File: src/rtl/ptmr_pkg.sv
package ptmr_pkg;

  // counter-control bits that stay loaded (MSB first: bit 3 .. bit 0)
  typedef struct packed {
    logic match_en;
    logic down;
    logic interval;
    logic stop;
  } run_ctrl_t;

  localparam int CC_W        = 5;
  localparam int CC_ZERO_BIT = 4;

  localparam run_ctrl_t RUN_CTRL_RESET = '{match_en: 1'b0, down: 1'b0,
                                           interval: 1'b0, stop: 1'b1};

  function automatic run_ctrl_t decode_ctrl(input logic [CC_W-1:0] wd);
    return run_ctrl_t'(wd[3:0]);
  endfunction

endpackage

File: src/rtl/ptmr_prescale.sv
module ptmr_prescale #(
  parameter int SEL_W = 4
) (
  input  logic             clk,
  input  logic             rst,
  input  logic             en,
  input  logic [SEL_W-1:0] sel,
  output logic             tick
);
  localparam int PRE_W = 1 << SEL_W;

  logic [PRE_W-1:0] phase_q;

  // N+1 low ones: a period of 2^(N+1) edges
  function automatic logic [PRE_W-1:0] phase_mask(input logic [SEL_W-1:0] n);
    return {PRE_W{1'b1}} >> ((PRE_W - 1) - int'(n));
  endfunction

  always_ff @(posedge clk) begin
    if (rst) phase_q <= '0;
    else     phase_q <= phase_q + 1'b1;
  end

  assign tick = ~en | ((phase_q & phase_mask(sel)) == phase_mask(sel));

endmodule

File: src/rtl/ptmr_counter.sv
module ptmr_counter #(
  parameter int CNT_W = 16
) (
  input  logic             clk,
  input  logic             rst,
  input  logic             adv,
  input  logic             zero_cmd,
  input  logic             down,
  input  logic [CNT_W-1:0] top,
  output logic [CNT_W-1:0] count,
  output logic [CNT_W-1:0] land,
  output logic             step_ev,
  output logic             wrap_ev
);
  logic wrap;

  // {wrap, next value} for one step from cur
  function automatic logic [CNT_W:0] step_fn(input logic [CNT_W-1:0] cur,
                                             input logic [CNT_W-1:0] lim,
                                             input logic             dn);
    if (dn) begin
      if (cur == '0) return {1'b1, lim};
      return {1'b0, cur - 1'b1};
    end
    if (cur >= lim) return {1'b1, {CNT_W{1'b0}}};
    return {1'b0, cur + 1'b1};
  endfunction

  assign {wrap, land} = step_fn(count, top, down);
  assign step_ev      = adv & ~zero_cmd;
  assign wrap_ev      = step_ev & wrap;

  always_ff @(posedge clk) begin
    if (rst)           count <= '0;
    else if (zero_cmd) count <= '0;
    else if (step_ev)  count <= land;
  end

endmodule

File: src/rtl/ptmr_match.sv
module ptmr_match #(
  parameter int CNT_W   = 16,
  parameter int N_MATCH = 3
) (
  input  logic                          step_ev,
  input  logic                          enable,
  input  logic [CNT_W-1:0]              land,
  input  logic [CNT_W-1:0]              top,
  input  logic [N_MATCH-1:0][CNT_W-1:0] match_val,
  output logic [N_MATCH-1:0]            hit
);
  for (genvar k = 0; k < N_MATCH; k++) begin : g_cmp
    assign hit[k] = enable & step_ev & (land == match_val[k]) & (match_val[k] <= top);
  end

endmodule

File: src/rtl/ptmr_channel.sv
module ptmr_channel
  import ptmr_pkg::*;
#(
  parameter  int CNT_W     = 16,
  parameter  int PRE_SEL_W = 4,
  parameter  int N_MATCH   = 3,
  localparam int ST_W      = N_MATCH + 3
) (
  input  logic                          clk,
  input  logic                          rst,
  input  logic [PRE_SEL_W:0]            clk_ctrl,
  input  logic                          cnt_ctrl_we,
  input  logic [CC_W-1:0]               cnt_ctrl_wd,
  input  logic [CNT_W-1:0]              interval,
  input  logic [N_MATCH-1:0][CNT_W-1:0] match_val,
  input  logic [ST_W-1:0]               irq_en,
  input  logic                          status_clr,
  output logic [CNT_W-1:0]              count,
  output logic [ST_W-1:0]               status,
  output logic                          irq
);
  localparam int ST_IVL = 0;
  localparam int ST_OVF = N_MATCH + 1;
  localparam int ST_EVT = N_MATCH + 2;

  run_ctrl_t          ctrl_q;
  logic               run_stop, run_dn, run_int, run_men;
  logic               tick, adv, zero_cmd, step_ev, wrap_ev;
  logic [CNT_W-1:0]   top, land;
  logic [N_MATCH-1:0] hit;
  logic [ST_W-1:0]    cause, status_q;

  assign zero_cmd = cnt_ctrl_we & cnt_ctrl_wd[CC_ZERO_BIT];

  always_ff @(posedge clk) begin
    if (rst)              ctrl_q <= RUN_CTRL_RESET;
    else if (cnt_ctrl_we) ctrl_q <= decode_ctrl(cnt_ctrl_wd);
  end

  assign run_stop = ctrl_q.stop;
  assign run_dn   = ctrl_q.down;
  assign run_int  = ctrl_q.interval;
  assign run_men  = ctrl_q.match_en;

  assign top = run_int ? interval : {CNT_W{1'b1}};
  assign adv = tick & ~run_stop;

  ptmr_prescale #(.SEL_W(PRE_SEL_W)) u_pre (
    .clk  (clk),
    .rst  (rst),
    .en   (clk_ctrl[0]),
    .sel  (clk_ctrl[PRE_SEL_W:1]),
    .tick (tick)
  );

  ptmr_counter #(.CNT_W(CNT_W)) u_cnt (
    .clk      (clk),
    .rst      (rst),
    .adv      (adv),
    .zero_cmd (zero_cmd),
    .down     (run_dn),
    .top      (top),
    .count    (count),
    .land     (land),
    .step_ev  (step_ev),
    .wrap_ev  (wrap_ev)
  );

  ptmr_match #(.CNT_W(CNT_W), .N_MATCH(N_MATCH)) u_cmp (
    .step_ev   (step_ev),
    .enable    (run_men),
    .land      (land),
    .top       (top),
    .match_val (match_val),
    .hit       (hit)
  );

  always_comb begin
    cause                 = '0;
    cause[ST_IVL]         = wrap_ev & run_int;
    cause[N_MATCH:1]      = hit;
    cause[ST_OVF]         = wrap_ev & ~run_int;
    cause[ST_EVT]         = 1'b0;
  end

  always_ff @(posedge clk) begin
    if (rst) status_q <= '0;
    else     status_q <= (status_clr ? '0 : status_q) | cause;
  end

  assign status = status_q;
  assign irq    = |(status_q & irq_en);

endmodule

File: config.mk
export PLATFORM = sky130hd
export DESIGN_NAME = ptmr_channel
export DESIGN_NICKNAME = d
export VERILOG_FILES = /design/src/rtl/ptmr_pkg.sv /design/src/rtl/ptmr_prescale.sv /design/src/rtl/ptmr_counter.sv /design/src/rtl/ptmr_match.sv /design/src/rtl/ptmr_channel.sv
export SDC_FILE = /design/constraint.sdc
export NUM_CORES = 1
export LEC_CHECK = 0
export BUFFER_PORTS_ARGS = -buffer_cell sky130_fd_sc_hd__buf_2
export CORE_ASPECT_RATIO = 0.9
export CORE_MARGIN = 4
export CORE_UTILIZATION = 35
export CTS_CLUSTER_SIZE = 28
export DETAILED_ROUTE_END_ITERATION = 10
export GPL_ROUTABILITY_DRIVEN = 0
export PLACE_DENSITY = 0.53
export SYNTH_ARGS = -nofsm -noshare
export SYNTH_HDL_FRONTEND = slang
export SYNTH_SLANG_ARGS = --single-unit
File: constraint.sdc
create_clock -name clk -period 4.5 [get_ports clk]
set_clock_uncertainty 0.2 [all_clocks]
set_input_delay 0.225 -clock clk [delete_from_list [all_inputs] [get_ports clk]]
set_output_delay 0.225 -clock clk [all_outputs]
set_load 0.03 [all_outputs]
After elaboration in Yosys (flattened, before gate mapping)
Cells that the tools add are included.
{ "totals": {"reg_bits": 42, "latchBits": 0, "ramBits": 0, "mem_bits_ro": 0, "input_bits": 84, "output_inout_bits": 23, "mem_count": 0} }
{ "op_classes": {"addsub": 4, "mul": 0, "div": 0, "order_cmp": 4, "eq_ne": 4, "n_shift": 1, "muxes": 13, "n_bitwise": 21, "reduce_logical": 3} }
{ "op_table": {"columns": ["cell", "n"], "rows": [
  ["$mux W17", 6],
  ["$eq A16 B16 Y1", 4],
  ["$le A16 B16 Y1", 3],
  ["$add A16 B1 Y16 const B", 2],
  ["$shr A16 B32 Y16 const A", 1],
  ["$and A16 B16 Y16", 1],
  ["$ge A16 B16 Y1", 1],
  ["$logic_not A16 Y1", 1],
  ["$mux W16", 1],
  ["$sub A16 B1 Y16 const B", 1],
  ["$and A1 B1 Y1", 13],
  ["$and A6 B6 Y6", 1],
  ["$mux W6", 1],
  ["$or A6 B5 Y6", 1],
  ["$reduce_or A6 Y1", 1],
  ["$mux W1", 5],
  ["$sub A4 B4 Y5 const A", 1],
  ["$not A1 Y1", 4],
  ["$reduce_or A2 Y1", 1],
  ["$or A1 B1 Y1", 1]
]} }

Logic depth before layout (Yosys ltp)
Gate-level depths: netlist of run 1.
{ "depth": {"word_depth": 12, "ltp_mapped": 14, "mapped_depth_nobuf": 12} }

Modules after synthesis
Synthesis of run 1 repeated with hierarchy kept, for this count alone.
{ "unflattened": {"hier_cells": 597, "hier_area_um2": 4873.4} }
{ "by_module_without_submodules": {"columns": ["mod", "n_inst", "cells_each", "area_each_um2", "seq_area_each_um2"], "rows": [
  ["ptmr_counter", 1, 238, 1880.6, 320.3],
  ["ptmr_match", 1, 204, 1664.1, 0.0],
  ["ptmr_prescale", 1, 97, 832.0, 320.3],
  ["ptmr_channel", 1, 58, 496.7, 180.2]
]} }

Worst setup path after synthesis of run 1
Ideal clock, no wire load.
{ "synth_timing": {"kind": "reg-to-reg", "from": "register ctrl_q, in the netlist run_int", "to": "register status_q[2], in the netlist status[2]", "setup_time_ns": 0.060, "arrival_ns": 3.508, "slack_ns": 0.732, "stages_incl_launch_ff": 14, "path_buffers": 2, "path_cell_list": "dfxtp_1 inv_1 clkbuf_1 nor2_1 ha_1 nand4_1 or3_1 a2111oi_0 a221o_1 clkbuf_1 a21oi_1 o32a_1 nor4_1 a22o_1"} }
{ "synth_via": {"elab_chain_len": 11, "elab_cells_between_ends": 15, "classes_between": "2 x order compare; 1 x eq/ne; 9 x mux; 3 x bitwise"} }
{ "synth_rtl": {"columns": ["element", "line", "rtl"], "rows": [
  ["from (decl)", "ptmr_channel.sv:26", "run_ctrl_t ctrl_q;"],
  ["from (signal assigned)", "ptmr_channel.sv:37", "else if (cnt_ctrl_we) ctrl_q <= decode_ctrl(cnt_ctrl_wd);"],
  ["$mux W16 (*)", "ptmr_channel.sv:45", "assign top = run_int ? interval : {CNT_W{1'b1}};"],
  ["branches (longest 8 deep; another with $ge A16 B16 Y1)", null, null],
  ["$and A1 B1 Y1 (*)", "ptmr_match.sv:13", "assign hit[k] = enable & step_ev & (land == match_val[k]) & (match_val[k] <= top);"],
  ["$or A6 B5 Y6 (*)", "ptmr_channel.sv:88", "else status_q <= (status_clr ? '0 : status_q) | cause;"],
  ["to (signal assigned)", "ptmr_channel.sv:88", null],
  ["to (decl)", "ptmr_channel.sv:31", "logic [ST_W-1:0] cause, status_q;"]
]} }
Every way passes the cells marked *. The select of a mux whose other input is x is not followed.
A chain may end at the register's enable or synchronous reset.

Worst setup path after layout of run 1
{ "layout_timing": {"from": "register ctrl_q, in the netlist run_int", "to": "register status_q[1], in the netlist status[1]"} }
The elaborated chain is that of the path after synthesis.

==> results of run 1 <==
## Yosys cell counts, drive strengths merged, types with 19 or more instances
cell type	number	area, sq um
a21oi	41	220
clkbuf	25	95.1
dfxtp	41	821
ha	64	801
inv	19	71.3
nand2	38	143
nand3	25	125
nand4	21	131
nor2	77	292
nor3	20	105
o21ai	24	128
xnor2	35	307
xor2	32	280
## worst register-to-register path, stage by stage, from the launching register on
cell,delay [ps]
dfxtp_1,320
inv_1,300
nor2_1,130
ha_1,330
nand4_1,130
or3_1,520
a2111oi_1,540
a221o_1,380
a21oi_1,190
xnor2_1,230
o311ai_0,160
nor4_1,320
a22o_1,160
## repair_timing
| action | 4_1_cts | 5_1_grt |
|---|---|---|
| endpoints found under the hold margin | 4 | 0 |
| setup buffers | 0 | 0 |
| endpoints found under the setup margin | 0 | 1 |
| hold buffers | 4 | 0 |
| resized for setup | 0 | 1 |
## how the worst max path moves through the flow
stage	end	slack, ps	cells past startpoint
2_1_floorplan	status[2]	730	13
3_3_place_gp	status[2]	610	13
3_5_place_dp	status[2]	510	12
4_1_cts	status[1]	470	12
5_1_grt	status[2]	120	12
6_report	status[1]	520	12
## where the power goes
group,internal [mW],switching (mW)
Sequential,0.370,0.00995
Clock,0.218,0.156
Combinational,0.178,0.260
Total,0.765,0.425
## area by class of cell
| class | instances | area (sq um) | area share [%] |
|---|---|---|---|
| timing repair buffer | 143 | 823 | 13.4 |
| inverter | 20 | 75.1 | 1.22 |
| multi-input combinational | 562 | 4040 | 65.7 |
| clock buffer | 6 | 139 | 2.26 |
| sequential | 41 | 821 | 13.4 |
| clock inverter | 1 | 7.51 | 0.122 |
| tap | 193 | 241 | 3.93 |
## per-stage QoR
step	util [%]	std cells	hold WS [ps]	cell area (sq um)
after global routing	43.4	966	113	6140
after global placement	42.1	955	230	5950
after floorplan	-	659	143	5100
final	43.4	966	87.6	6140
after CTS	43.4	966	85.4	6140
after detailed placement	42.1	955	238	5950
## cell families after synthesis
kind of cell | after synthesis | synth area share, %
simple gates | 251 | 25.6
flops | 41 | 16.1
other cells | 1 | 0.0735
fa+ha+maj | 64 | 15.7
mux | 19 | 3.75
buf+inv | 56 | 4.88
xor+xnor | 67 | 11.5
compound gates | 160 | 22.4
## cells in the final DEF, fill, tap and decap left out, types with 4 or more instances in the layout
cell type	netlist	final
a211o_1	4	4
a211oi_1	8	8
a21o_1	10	10
a21oi_1	39	39
a221oi_1	5	5
a22oi_1	5	5
a31oi_1	6	6
and4_1	5	5
buf_2	3	104
buf_4	3	35
clkbuf_16	0	5
dfxtp_1	41	41
dlygate4sd3_1	0	4
ha_1	64	64
inv_1	19	19
mux2i_1	18	18
nand2_1	38	38
nand2b_1	6	6
nand3_1	25	25
nand4_1	21	21
nor2_1	76	76
nor2b_1	11	11
nor3_1	19	19
nor4_1	13	13
o211ai_1	5	5
o21a_1	4	4
o21ai_0	20	20
o22ai_1	5	5
or3_1	11	11
or4_1	6	6
xnor2_1	35	35
xor2_1	32	32
## state kept, by name (all words and copies together) (netlist names)
register       cells
u_cnt.count       16
run_stop           1
run_dn             1
run_men            1
u_pre.phase_q     16
status             5
run_int            1
## routing by layer
metal	up-vias	part of all wire [%]	global-route usage (%)
met5	-	0	0
met4	0	1.7	6.68
met3	23	7.3	4.30
met2	214	45	37.4
met1	2673	46	33.8
li1	2687	-	-
==> results by group, run 1 <==
Run status
  • Status: finished clean

Global routing
  • Initial antenna violation count: 0
  • First-pass GRT wire length: between 30 and 40 mm
  • Vias in the first global route: between 5,000 and 6,000
  • Pin count of the biggest net entering global routing: 28
  • Gr usage total: between 20% and 30%
  • Grt ovf: 0

Critical path
  • CP cell instances: inv_1 -> nor2_1 -> ha_1 -> nand4_1 -> or3_1 -> a2111oi_1 -> a221o_1 -> a21oi_1 -> xnor2_1 -> o311ai_0 -> nor4_1 -> a22o_1
  • CP max stage delay: about 530 ps
  • Worst R2R Setup Slack: around 520 ps
  • Delay-heaviest family, CP: compound AO/OA/AOI/OAI gates
  • Max FO, Critical Path: 9
  • Worst EP arrival: 4020 ps
  • Critical R2R Capture: status[1]
  • Kind of critical path: reg2reg
  • Register-to-Register Path Depth: 12
  • CP required: between 4000 and 5000 ps
  • Reg-to-reg critical path startpoint: run_int
  • CP Launch Point: run_int
  • Critical Path End Type: register
  • Startpoint class of the critical path: register
  • Max stage delay cell, worst path: a2111oi_1
  • WP buf/inv: 1

Timing
  • Final Hold Vio Count: 0
  • Fin Setup TNS: 0 ps
  • Final WS setup: approximately 520 ps
  • RSZ-0062 raised after global routing: false
  • Slew Limit Headroom: between 40% and 50%
  • Setup violations, final: 0
  • Max-slew violations: 0
  • Final period utilization: between 80% and 90%
  • Crit path time final: approximately 4000 ps
  • Max Freq: roughly 0.25 GHz
  • Worst-Margin Slew: ~880 ps

Floorplan
  • Core area: between 10,000 and 15,000 sq um
  • Die X: between 100 and 150 um
  • Ports: around 110
  • Die area: roughly 17,000 sq um
  • Initial Utilization: 36.0%
  • Die Ht: ~120 um
  • Std cell rows: between 40 and 50

Clock tree
  • CTS Buffer Depth: 2
  • Clock-pin slew on the worst setup and hold paths: roughly 60 ps
  • CTS Buf Count: 5
  • Clk_lat worst skew: ~290 ps
  • H-tree depth: 2
  • CTS tree: done
  • Sink Count: a little over 40
  • Clk Tree Root Cell: clkbuf_16

Drt
  • Via density: about 5.8
  • Drt wl/cell: 20.5 um
  • Vias: between 5,000 and 6,000
  • Remaining DRCs: 0
  • DRT antenna net count: 0
  • Drt pass-1 iters: 5
  • DRT iter0 DRCs: 350
  • Final wirelength: roughly 20 mm

Cells and area
  • Nets: just over 900
  • Area growth from synthesis to layout: 20.3%
  • Share of post-route cells with drive strength above 1: 21.0%
  • Number of fill cells: 1,510
  • Ant. Diodes: 0

Yosys
  • Post-Syn Nets: approximately 800
  • Sequential share of the synthesized area: between 10% and 20%
  • Yosys reg bits: between 40 and 50
  • Synth Area per Inst: around 7.7 sq um
  • Gate count of the mapped netlist: 659
  • Async set-reset flop share out of synthesis: 0%
  • Synth unique cells: slightly below 80
  • Synth warn: 0
  • Number of synthesized flops with an enable pin: 0
  • Synthesized cell area: between 5000 and 6000 sq um
  • Main flop type after synthesis: dfxtp_1

Min path
  • Hold Path Origin: status_clr
  • Hold EP: status[3]
  • Hold path cells: 4
  • HP Class: in2reg

Placed design
  • PortBufs: between 100 and 150
  • DP HPWL: between 15 and 20 mm
  • Post-place setup slack: approximately 510 ps

Flow run
  • Max-cap violations: 0

Power and ir drop
  • Leak: 2.75 nW
  • Power Dens Cells: slightly below 200 nW/um^2
  • Worst vdd ir: 0.120 mV
  • Tot Pwr: between 1 and 1.5 mW
Power figures use the tool's default switching activity.
==> inputs of run 2 (changes only) <==
--- a/config.mk
+++ b/config.mk
@@ -5,6 +5,7 @@
 export SDC_FILE = /design/constraint.sdc
 export NUM_CORES = 1
 export LEC_CHECK = 0
+export ABC_AREA = 1
 export BUFFER_PORTS_ARGS = -buffer_cell sky130_fd_sc_hd__buf_2
 export CORE_ASPECT_RATIO = 0.9
 export CORE_MARGIN = 4
==> results by group, run 2 <==
Run status
  • Status: finished clean

Yosys
  • Dominant cells by area after synthesis: nand2_1 (16%), dfxtp_1 (15%), ha_1 (14%)
  • Post-Synth XOR/XNOR Area: 1.74% (-9.8 points)
  • Post-synthesis mux area share: 0% (-3.8 points)
  • Synthesized cell area: 5540 sq um (+8.5%)
  • Synth Area per Inst: 6.00 sq um (-22%)
  • Synth unique cells: 46 (-40%)
  • Sequential share of the synthesized area: 14.8% (-1.3 points)
  • Main flop type after synthesis: dfxtp_1
  • Adder-Cell Fraction of Synth Area: 14.5% (-1.2 points)
  • Number of synthesized flops with an enable pin: 0 (unchanged)
  • Gate count of the mapped netlist: 922 (+40%)
  • Simple-gate share of the synthesized area: 44.2% (+19 points)
  • Synth area leader: nand2_1
  • Largest family of logic cells by synthesized area: simple AND/OR/NAND/NOR gates
  • Post-Syn Nets: 1,070 (+33%)
  • Synth top area share: 16.3% (+0.19 points)
  • Count leader, synth: nand2_1
  • Compound-gate portion of the synthesized area: 15.5% (-6.9 points)
  • Yosys reg bits: 41 (unchanged)
  • Synth warn: 0 (unchanged)
  • Async set-reset flop share out of synthesis: 0% (unchanged)
  • Post-synth top cells: nand2_1 (240), nor2_1 (121), inv_1 (93)

Cells and area
  • Most common library cell in the layout ignoring fill and taps: nand2_1
  • Commonest cells after routing, fill and taps aside: nand2_1 (240), nor2_1 (121), buf_2 (104), inv_1 (93), nand3_1 (81)
  • Fin util: 42.1% (-1.3 points)
  • Nets: 1,181 (+28%)
  • Number of fill cells: 1,714 (+14%)
  • Multi-input logic area: 4210 sq um (+4.2%)
  • Share of post-route cells with drive strength above 1: 17.9% (-3.1 points)
  • Area growth from synthesis to layout: 17.5%
  • Reg area: 821 sq um (unchanged)
  • Ant. Diodes: 0 (unchanged)

Global routing
  • Vias in the first global route: 5,677 (+1.5%)
  • First-pass GRT wire length: 31.6 mm (+2.1%)
  • Grt ovf: 0 (unchanged)
  • Gr usage total: 22.5% (-1.4 points)
  • Pin count of the biggest net entering global routing: 27 (-3.6%)
  • Initial antenna violation count: 0 (unchanged)

Clock tree
  • CTS tree: done
  • Clk_lat worst skew: 290 ps (about the same)
  • Clock-pin slew on the worst setup and hold paths: 60 ps (about the same)
  • Post-CTS Setup Bufs: 0 (unchanged)
  • # resized after CTS: 0 (unchanged)
  • H-tree depth: 2 (unchanged)
  • Clk Tree Root Cell: clkbuf_16
  • CTS Buffer Depth: 2 (unchanged)
  • CTS Buf Count: 5 (unchanged)
  • Sink Count: 41 (unchanged)

Power and ir drop
  • Worst vdd ir: 0.133 mV (+10%)
  • Power Dens Cells: 208 nW/um^2 (+7.1%)
  • Leak: 3.46 nW (+26%)

Flow run
  • Max-cap violations: 0 (unchanged)

Timing
  • Max-slew violations: 0 (unchanged)
  • Slew Limit Headroom: 53.4% (+12 points)
  • Final period utilization: 81.1% (-7.2 points)
  • Max Freq: 0.274 GHz (+8.9%)
  • Fin Setup TNS: 0 ps (unchanged)
  • RSZ-0062 raised after global routing: false
  • Worst-Margin Slew: 698 ps (-180 ps)
  • Setup violations, final: 0 (unchanged)
  • Final Hold Vio Count: 0 (unchanged)
  • Crit path time final: 3650 ps (-326 ps)

Critical path
  • Worst EP arrival: 3670 ps (-350 ps)
  • Startpoint class of the critical path: register
  • Max FO, Critical Path: 19 (+10)
  • Kind of critical path: reg2reg
  • CP required: 4520 ps (-20 ps)
  • Critical Path End Type: register

Drt
  • Met2 wire length: 8.46 mm (-4.5%)
  • Via density: 5.08 (-12%)
  • DRT iter0 DRCs: 442 (+26%)
  • Met3 wire len: 1.29 mm (-11%)
  • Highest Signal Layer: met4
  • Final wirelength: 20.3 mm (+2.8%)
  • Drt pass-1 iters: 5 (unchanged)
  • Met1 WL: 10.3 mm (+13%)
  • DRT antenna net count: 0 (unchanged)
  • Drt wl/cell: 16.5 um (-20%)
  • Vias: 6,273 (+12%)
  • Remaining DRCs: 0 (unchanged)

Floorplan
  • Die area: 17,900 sq um (+7.9%)
  • Initial Utilization: 35.8% (-0.20 points)
  • Die Ht: 127 um (+3.9%)
  • Std cell rows: 43 (+4.9%)
  • Ports: 107 (unchanged)
  • Die X: 141 um (+3.9%)
  • Core area: 15,400 sq um (+9.1%)

Placed design
  • DP HPWL: 16.8 mm (+3.8%)
  • PortBufs: 104 (unchanged)

Min path
  • HP Class: in2reg
## run 2: cell families (layout without fill, tap and decap cells)
family | count (synthesis) | count (layout)
AND/OR/NAND/NOR | 532 | 532
AO/OA/AOI/OAI | 151 | 151
buffers and inverters | 122 | 234
adder cells (fa/ha/maj) | 64 | 64
flip-flops | 41 | 41
XOR/XNOR | 11 | 11
other | 1 | 1
## run 2: through the flow
step / setup WS (ps) / hold WS (ps) / power (mW) / area, sq um / std cells
6_report: 849 / 37.8 / 1.35 / 6500 / 1236
5_1_grt: 638 / 62.2 / 1.44 / 6500 / 1236
4_1_cts: 873 / 27.2 / 1.36 / 6500 / 1236
3_5_place_dp: 868 / 236 / 0.957 / 6310 / 1225
3_3_place_gp: 945 / 234 / 0.955 / 6310 / 1225
2_1_floorplan: 1660 / 147 / 0.770 / 5540 / 922
## run 2: layer usage
layer,vias up,GRT usage (%)
li1,3278,-
met1,2792,34.0
met2,186,34.5
met3,17,2.96
met4,0,3.93
met5,-,0
## run 2: cell type report
| type | count | share of cell area [%] |
|---|---|---|
| Timing Repair Buffer | 125 | 10.5 |
| Tap cell | 202 | 3.89 |
| Clock buffer | 7 | 2.35 |
| Sequential cell | 41 | 12.6 |
| Clock inverter | 1 | 0.0770 |
| Multi-Input combinational cell | 759 | 64.7 |
| Inverter | 101 | 5.83 |
## run 2: worst max-delay path: stages, from the launching register on
cell and delay, ps:
dfxtp_1 340, inv_2 180, nor2_1 400, ha_1 330
a21oi_1 150, o21a_1 130, nor2_1 30, nor2_1 290
nand2_2 110, nand2_2 260, buf_4 330, nand2_2 120
nand2_1 90, nand2_1 50, nor2_1 90, nand2_1 50
nor2_1 170, nand3_1 130, a21oi_1 140
## run 2: power by group
part           switching (mW)  total [mW]  leakage (nW)  internal, mW
clock network           0.157       0.393        0.0799         0.235
logic                   0.371       0.566          3.05         0.195
registers              0.0178       0.391         0.333         0.373
total                   0.546        1.35          3.46         0.803
## run 2: what timing repair did
action | in CTS | in global routing
setup endpoints to repair | 0 | 0
endpoints found under the hold margin | 2 | 0
hold buffers | 3 | 0
## run 2: path summary, 6_finish.rpt
| check | cells after the start | slack, ps | to | from |
|---|---|---|---|---|
| worst min register to register | 1 | 260 | u_pre.phase_q[14] | u_pre.phase_q[14] |
| worst max-delay path | 18 | 850 | status[2] | run_int |
| worst min-delay path | 3 | 40 | run_dn | cnt_ctrl_wd[2] |
| worst max register to register | 18 | 850 | status[2] | run_int |
==> inputs of run 3 (changes only) <==
--- a/config.mk
+++ b/config.mk
@@ -13,7 +13,7 @@
 export CTS_CLUSTER_SIZE = 28
 export DETAILED_ROUTE_END_ITERATION = 10
 export GPL_ROUTABILITY_DRIVEN = 0
-export PLACE_DENSITY = 0.53
+export PLACE_DENSITY = 0.55
 export SYNTH_ARGS = -nofsm -noshare
 export SYNTH_HDL_FRONTEND = slang
 export SYNTH_SLANG_ARGS = --single-unit
==> constraint.sdc (replaced) <==
create_clock -name clk -period 3.35 [get_ports clk]
set_clock_uncertainty 0.2 [all_clocks]
set_input_delay 0.1675 -clock clk [delete_from_list [all_inputs] [get_ports clk]]
set_output_delay 0.1675 -clock clk [all_outputs]
set_load 0.03 [all_outputs]
==> results by group, run 3 (synthesized netlist as in run 2, its figures left out) <==
Clock tree
  • Post-CTS Setup Bufs: 0 (unchanged)
  • H-tree depth: 2 (unchanged)
  • Clk_lat worst skew: 300 ps (about the same)
  • Sink Count: 41 (unchanged)
  • Clk Tree Root Cell: clkbuf_16
  • CTS tree: done
  • CTS Buffer Depth: 2 (unchanged)
  • Clock-pin slew on the worst setup and hold paths: 70 ps (about the same)
  • CTS Buf Count: 5 (unchanged)

Min path
  • Hold Path Origin: cnt_ctrl_we
  • HP Class: in2reg
  • Hold path cells: 3 (unchanged)
  • Hold EP: run_dn

Power and ir drop
  • Worst vdd ir: 0.167 mV (+26%)
  • Clock power share: 28.2% (-0.9 points)
  • Sequential share of power: 28.4% (-0.6 points)
  • Net Sw Power: 767 uW (+40%)
  • Leak: 3.58 nW (+3.3%)
  • Comb pwr share: 43.4% (+1.5 points)
  • Power Dens Cells: 271 nW/um^2 (+31%)
  • Net switching fraction of the power: 42.0% (+1.5 points)
  • P_int: 1.06 mW (+32%)

Critical path
  • Worst EP arrival: 3090 ps (-580 ps)
  • Reg-to-reg critical path startpoint: run_int
  • Startpoint class of the critical path: register
  • CP required: 3370 ps (-1150 ps)
  • Critical R2R Capture: status[2]
  • Register-to-Register Path Depth: 19 (+1)
  • Kind of critical path: reg2reg
  • Max FO, Critical Path: 12 (-7)
  • Worst R2R Setup Slack: 280 ps (-570 ps)
  • Critical Path End Type: register

Timing
  • Final WS setup: 283 ps (-567 ps)
  • Worst-Margin Slew: 514 ps (-184 ps)
  • Setup violations, final: 0 (unchanged)
  • Crit path time final: 3070 ps (-583 ps)
  • Final period utilization: 91.6% (+10 points)
  • Max Freq: 0.326 GHz (+19%)
  • Slew Limit Headroom: 65.7% (+12 points)
  • Fin Setup TNS: 0 ps (unchanged)
  • RSZ-0062 raised after global routing: false
  • Final Hold Vio Count: 0 (unchanged)
  • Max-slew violations: 0 (unchanged)

Global routing
  • Vias in the first global route: 5,941 (+4.7%)
  • Grt ovf: 0 (unchanged)
  • First-pass GRT wire length: 32.7 mm (+3.4%)
  • Initial antenna violation count: 0 (unchanged)
  • Gr usage total: 23.1% (+0.61 points)
  • Pin count of the biggest net entering global routing: 24 (-11%)

Cells and area
  • Commonest cells after routing, fill and taps aside: nand2_1 (240), nor2_1 (114), buf_2 (104), inv_1 (93), nand3_1 (81)
  • Area growth from synthesis to layout: 21.6%
  • Fin util: 43.6% (+1.5 points)
  • Nets: 1,201 (+1.7%)
  • Number of fill cells: 1,708 (-0.35%)
  • Most common library cell in the layout ignoring fill and taps: nand2_1
  • Share of post-route cells with drive strength above 1: 19.7% (+1.8 points)
  • Post-Layout Cell Count: 1,256 (+1.6%)
  • Ant. Diodes: 0 (unchanged)

Flow run
  • Max-cap violations: 0 (unchanged)

Run status
  • Status: finished clean

Floorplan
  • Core area: 15,400 sq um (unchanged)
  • Std cell rows: 43 (unchanged)
  • Ports: 107 (unchanged)
  • Die area: 17,900 sq um (unchanged)
  • Die Ht: 127 um (unchanged)
  • Initial Utilization: 35.8% (unchanged)
  • Die X: 141 um (unchanged)

Placed design
  • DP Cell Count: 1,239 (+1.1%)
  • Post-place setup slack: 194 ps (-674 ps)
  • DP HPWL: 17.3 mm (+3.3%)
  • PortBufs: 104 (unchanged)

Drt
  • Via density: 5.09 (+0.26%)
  • Drt pass-1 iters: 5 (unchanged)
  • DRT iter0 DRCs: 618 (+40%)
  • DRT antenna net count: 0 (unchanged)
  • Vias: 6,391 (+1.9%)
  • Drt wl/cell: 16.7 um (+1.5%)
  • Remaining DRCs: 0 (unchanged)
  • Final wirelength: 21.0 mm (+3.1%)
## run 3: critical path, cell delays in order, from the launching register on
cell and delay, ps:
dfxtp_1 340, inv_2 90, buf_12 150, nor2_2 200, ha_1 290, a21oi_1 150, o21a_1 140, nor2_1 40
nor2_1 190, nand2_2 110, nand2_4 120, buf_6 180, nand2_2 100, nand2_1 80, nand2_1 40, nor2_1 130
nand2_1 60, nor2_1 160, nand3_1 100, a21oi_1 120
## run 3: power by group through the flow
stage	Combinational, mW	Sequential (mW)	Clock [mW]
floorplan	0.495	0.540	0
global placement	0.769	0.530	0
detailed placement	0.773	0.530	0
CTS	0.784	0.518	0.527
global route	0.887	0.521	0.541
finish	0.793	0.519	0.515
## run 3: per-stage QoR
step | cell area [sq um] | total power [mW] | hold WS [ps]
6_report | 6730 | 1.83 | 43.6
2_1_floorplan | 5540 | 1.03 | 89.6
5_1_grt | 6730 | 1.95 | 73.3
3_5_place_dp | 6440 | 1.30 | 188
3_3_place_gp | 6440 | 1.30 | 178
4_1_cts | 6670 | 1.83 | 36.0
## run 3: worst max-delay path by stage
stage	startpoint	to	slack, ps	cells after the start
floorplan	run_int	status[3]	510	19
global placement	run_int	status[2]	230	17
detailed placement	run_int	status[2]	190	19
CTS	run_int	status[2]	170	18
global route	run_int	status[2]	2	22
finish	run_int	status[2]	280	19
## run 3: layout make-up
type	instances	area (sq um)	share of cell area [%]
Multi-Input combinational cell	759	4230	62.9
Inverter	101	379	5.63
Sequential cell	41	821	12.2
Clock buffer	5	125	1.86
Clock inverter	3	25.0	0.372
Timing Repair Buffer	145	895	13.3
Tap cell	202	253	3.76
## run 3: per-layer routing
layer | track usage [%] | up-vias | part of all wire, % | wire, um
met1 | 34.7 | 2817 | 49 | 10300
met2 | 35.4 | 226 | 42 | 8840
met4 | 4.50 | 0 | 1.6 | 330
met5 | 0 | - | 0 | 0
li1 | - | 3322 | - | -
met3 | 3.07 | 26 | 7.2 | 1500
## run 3: repair_timing
action,CTS,global route
gates resized for setup,0,10
endpoints found under the hold margin,9,0
hold buffers,8,0
setup endpoints to repair,0,3
